$ cat config.mk
export PLATFORM = sky130hd
export DESIGN_NAME = i2c_stretch_ctl
export DESIGN_NICKNAME = d
export VERILOG_FILES = /design/src/rtl/i2c_stretch_ctl.sv
export SDC_FILE = /design/constraint.sdc
export NUM_CORES = 1
export LEC_CHECK = 0
export ABC_AREA = 0
export BUFFER_PORTS_ARGS = -buffer_cell sky130_fd_sc_hd__buf_2
export CAP_MARGIN = 20
export CORE_AREA = 2 2 39 41
export DETAILED_ROUTE_END_ITERATION = 10
export DIE_AREA = 0 0 41 43
export GPL_TIMING_DRIVEN = 0
export PLACE_DENSITY = 0.57
export SLEW_MARGIN = 20
export SYNTH_ARGS = -nofsm -noshare
export SYNTH_HDL_FRONTEND = slang
export SYNTH_SLANG_ARGS = --single-unit
$ cat constraint.sdc
create_clock -name clk -period 1.2 [get_ports clk]
set_input_delay 0.06 -clock clk [delete_from_list [all_inputs] [get_ports clk]]
set_output_delay 0.06 -clock clk [all_outputs]
set_load 0.03 [all_outputs]
$ cat src/rtl/i2c_stretch_ctl.sv
module i2c_stretch_ctl #(
  parameter int CW = 5,
  parameter int RX_THR_PLAIN = 2,
  parameter int RX_THR_FIFO = 17
) (
  input  logic          clk,
  input  logic          rst_n,
  input  logic          bus_clr,
  input  logic          scl_in,
  input  logic          role_tx,
  input  logic          fifo_mode,
  input  logic          ext_en,
  input  logic          man_en,
  input  logic [CW-1:0] rx_count,
  input  logic          tx_empty,
  input  logic          ev_ack,
  input  logic          ev_tx_req,
  input  logic          sw_release,
  output logic          scl_hold,
  output logic          irq
);
  localparam logic [CW-1:0] THR_P = CW'(RX_THR_PLAIN);
  localparam logic [CW-1:0] THR_F = CW'(RX_THR_FIFO);

  logic tx_wait, ext_wait, man_wait;
  logic rx_full, want, clr;

  assign clr     = !rst_n || bus_clr;
  assign rx_full = !role_tx && (rx_count >= (fifo_mode ? THR_F : THR_P));
  assign want    = rx_full || (tx_wait && tx_empty) || ext_wait || man_wait;

  always_ff @(posedge clk) begin
    if (clr) begin
      tx_wait  <= 1'b0;
      ext_wait <= 1'b0;
      man_wait <= 1'b0;
      irq      <= 1'b0;
      scl_hold <= 1'b0;
    end else begin
      tx_wait  <= role_tx && tx_empty && (tx_wait || ev_tx_req);
      ext_wait <= (ext_wait && !sw_release) || (ext_en && ev_ack);
      man_wait <= man_en && (man_wait || ev_ack);
      irq      <= (irq && !sw_release) || (ext_en && ev_ack);
      scl_hold <= want && (scl_hold || !scl_in);
    end
  end
endmodule


; Yosys cells after proc, flatten, opt, wreduce, memory -nomap -nowiden
; Index checks and enable logic that the tools add are counted.
; W data, S select, Z words.
[totals]
n_memories = 0
out_inout_bits = 2
latch_bits = 0
input_bits = 17
mem_bits_rw = 0
wordCells = 29
regBits = 5
mem_bits_ro = 0
[classes]
div = 0
n_reduce_logical = 22
mul = 0
n_mux = 1
eq_ne = 0
bitwise_logic = 0
add_sub_neg = 0
magnitude_cmp = 1
shifts = 0
[op_table]
columns = cell, count
row1 = $logic_and A1 B1 Y1, 9
row2 = $logic_or A1 B1 Y1, 9
row3 = $ge A5 B5 Y1, 1
row4 = $mux W5, 1
row5 = $logic_not A1 Y1, 4

; Logic depth before layout (Yosys ltp)
[logic_depth]
word_depth = 7
depth_mapped = 5

; Worst setup path after synthesis
; OpenSTA, ideal clock, no wires.
[synth_path]
kind = in2reg
from = in rx_count[0]
to = reg scl_hold
arrival_ps = 884
setup_slack_ps = 192
stages = 5
path_buffers = 0
path_cell_list = inv_1 -> ha_1 -> nand2b_4 -> a2111oi_4 -> o21ai_1
[synth_between]
elab_chain_cells = 6
[synth_rtl]
columns = item, line
row1 = from (decl), 14  ; input logic [CW-1:0] rx_count,
row2 = $ge A5 B5 Y1, 29  ; assign rx_full = !role_tx && (rx_count >= (fifo_mode ? THR_F : THR_P));
row3 = $logic_and A1 B1 Y1, 29
row4 = $logic_or A1 B1 Y1 (3 in a row), 30  ; assign want = rx_full || (tx_wait && tx_empty) || ext_wait || man_wait;
row5 = $logic_and A1 B1 Y1, 44  ; scl_hold <= want && (scl_hold || !scl_in);
row6 = to (signal assigned), 44
row7 = to (decl), 19  ; output logic scl_hold,
; No other way between the ends.
; A chain may end at the register's enable or synchronous reset.

; Final worst setup path
[layout_path]
from = reg tx_wait
to = reg scl_hold
[layout_between]
elab_chain_cells = 5
[layout_rtl]
columns = item, line
row1 = from (decl), 25  ; logic tx_wait, ext_wait, man_wait;
row2 = from (signal assigned), 40  ; tx_wait <= role_tx && tx_empty && (tx_wait || ev_tx_req);
row3 = $logic_and A1 B1 Y1, 30
row4 = $logic_or A1 B1 Y1 (3 in a row), 30
row5 = $logic_and A1 B1 Y1, 44
; No other way between the ends.

==> results.py <==
metrics = {
    "floorplanning": {
        "initial_core_util": 0.208,
        "die_area_sq_um": 1760,
        "rows": 14,
        "core_region_area_sq_um": 1380,
        "io_pins": 19,
        "die_y_um": 43,
        "die_w_um": 41,
    },
    "critical_path": {
        "cp_data_arrival_time_ns": 1.06,
        "path_class": "reg -> reg",
        "worstSetupEndpointType": "register",
        "startpoint_type": "register",
        "required_ns": 1.32,
        "cpPeakStageDelay_ns": 0.31,
        "cpMaxStageDelayCell": "dfxtp_1",
        "crit_chain": "a211o_1 > o211ai_1 > o21ai_1",
        "worstPathMaxFanout": 2,
    },
    "cells_and_area": {
        "fin_cells": 67,
        "fillers": 161,
        "nets": 72,
        "final_common_cell": "buf_2",
        "area_growth_pct": 47.4,
        "layout-drive-gt1-share": 0.451,
        "final_cell_mix": "buf_2 (18), dfxtp_1 (5), nand2b_1 (4), ha_1 (3), clkbuf_4 (3)",
        "finalInstanceArea_sq_um": 424,
        "n_antenna_cell": 0,
    },
    "power_and_ir_drop": {
        "vdd_ir_drop_max_uv": 352,
        "power.total_uw": 449,
        "p_leak_nw": 0.207,
        "p_per_area_nw_per_um2": 1060,
    },
    "synthesis": {
        "seq_area_frac_synth": 0.348,
        "synth_nets": 49,
        "synth.avg_cell_area_sq_um": 9.92,
        "synth_seq_cells": 5,
        "synth_warnings": 0,
        "synthCells": 29,
        "syn-cell-area_sq_um": 288,
        "ys_types": 15,
    },
    "timing": {
        "rsz0062_at_grt": "no",
        "setup_violations": 0,
        "max_freq_ghz": 1.07,
        "clock_skew_ns": 0.00250,
        "relSlewSlack": 0.844,
        "setup_tns_ns": 0,
        "finalMaxSlewViolations": 0,
        "finalCritPeriodShare": 0.777,
        "finalWorstPathRequiredPeriod_ns": 0.932,
        "worstMarginPinSlew_ns": 0.233,
        "hold_viol": 0,
    },
    "place": {
        "numPortBuffers": 18,
        "placed_cell_area_sq_um": 398,
        "gp_congestion": 0.668,
        "dp.cells": 63,
    },
    "clock_tree": {
        "post-cts-setup-buffers": 0,
        "cts.sinks": 5,
        "clk_transition_reported_paths_ns": 0.04,
        "cts_tree": "yes",
        "cts-root-buf": "clkbuf_4",
        "cts_max_path_buffers": 2,
        "hold_buffers": 0,
        "numCtsBuffers": 3,
        "cts_resized": 0,
        "clk_latency_ns": 0.24,
        "cts_max_level": 1,
    },
    "global_route": {
        "grt_pass1_wl_um": 890,
        "first_global_vias": 243,
        "grt_remaining_overflow": 0,
        "grt_max_degree": 5,
        "antenna_found_initial": 0,
        "grt_usage": 0.0834,
    },
    "drt": {
        "post-route-drc-count": 0,
        "vias": 283,
        "viasPerCell": 4.22,
        "wl_um": 554,
        "drt-initial-drc-count": 4,
        "final_antenna_net_count": 0,
        "drt-pass1-iter-count": 4,
        "wl_per_cell_um": 8.27,
    },
    "run": {
        "drv_cap": 0,
    },
    "min_path": {
        "worstHoldPathType": "in -> reg",
    },
    "status": {
        "outcome": "complete, no violations",
    },
}
cell usage after synthesis (all sizes together):
cell     n  area share
a2111oi  1       0.096
a211o    1       0.030
a21oi    2       0.035
dfxtp    5        0.35
ha       3        0.13
inv      2       0.026
nand2    1       0.013
nand2b   5        0.13
nand4b   1       0.030
nor2     2       0.026
nor2b    2       0.043
o211ai   2       0.052
o21ai    2       0.035
sequential cells by signal, summed over array words and instances (netlist names):
signal,cells
scl_hold,1
ext_wait,1
tx_wait,1
man_wait,1
irq,1
critical path: cells and delay by family (launching register included):
| kind | cells | cell delay [ns] |
|---|---|---|
| AOI/OAI and AO/OA | 3 | 0.51 |
| DFF | 1 | 0.31 |
cells by family after synthesis:
| logic type | synth area share |
|---|---|
| simple gates | 0.248 |
| buf+inv | 0.0261 |
| flops | 0.348 |
| compound gates | 0.248 |
| fa+ha+maj | 0.130 |
where the power goes:
part           switching [mW]  internal [mW]
Clock                  0.0696          0.126
Sequential            0.00216          0.172
Combinational          0.0360         0.0440
layout make-up:
type                    instances  area (sq um)  share of cell area
repair buffers                 18          90.1               0.212
multi-input cells              22           180               0.425
inverters                       2          7.51              0.0177
clock buffers                   4          26.3              0.0619
flip-flops and latches          5           100               0.236
well taps                      16          20.0              0.0472
per-layer routing:
layer  global-route usage  vias to the layer above  routed length [um]
met2                0.103                        9                 269
met4               0.0600                        0                   0
li1                     -                      147                   -
met5                    0                        -                   0
met1               0.0839                      127                 237
met3               0.0785                        0                  48
stage by stage:
step           worst slack [ns]  utilization  hold slack (ns)
6_report                  0.268        0.307           0.0648
5_1_grt                   0.222        0.307           0.0704
4_1_cts                   0.262        0.307           0.0647
3_5_place_dp             0.0363        0.288            0.319
3_3_place_gp             0.0407        0.288            0.311
2_1_floorplan             0.192            -            0.196
final timing paths:
kind | start | cells after the start | to | slack [ns]
worst max-delay path | tx_wait | 3 | scl_hold | 0.27
worst min-delay path | man_en | 3 | man_wait | 0.06
worst max register to register | tx_wait | 3 | scl_hold | 0.27
worst min register to register | irq | 2 | irq | 0.47
(Power assumes the default switching activity.)
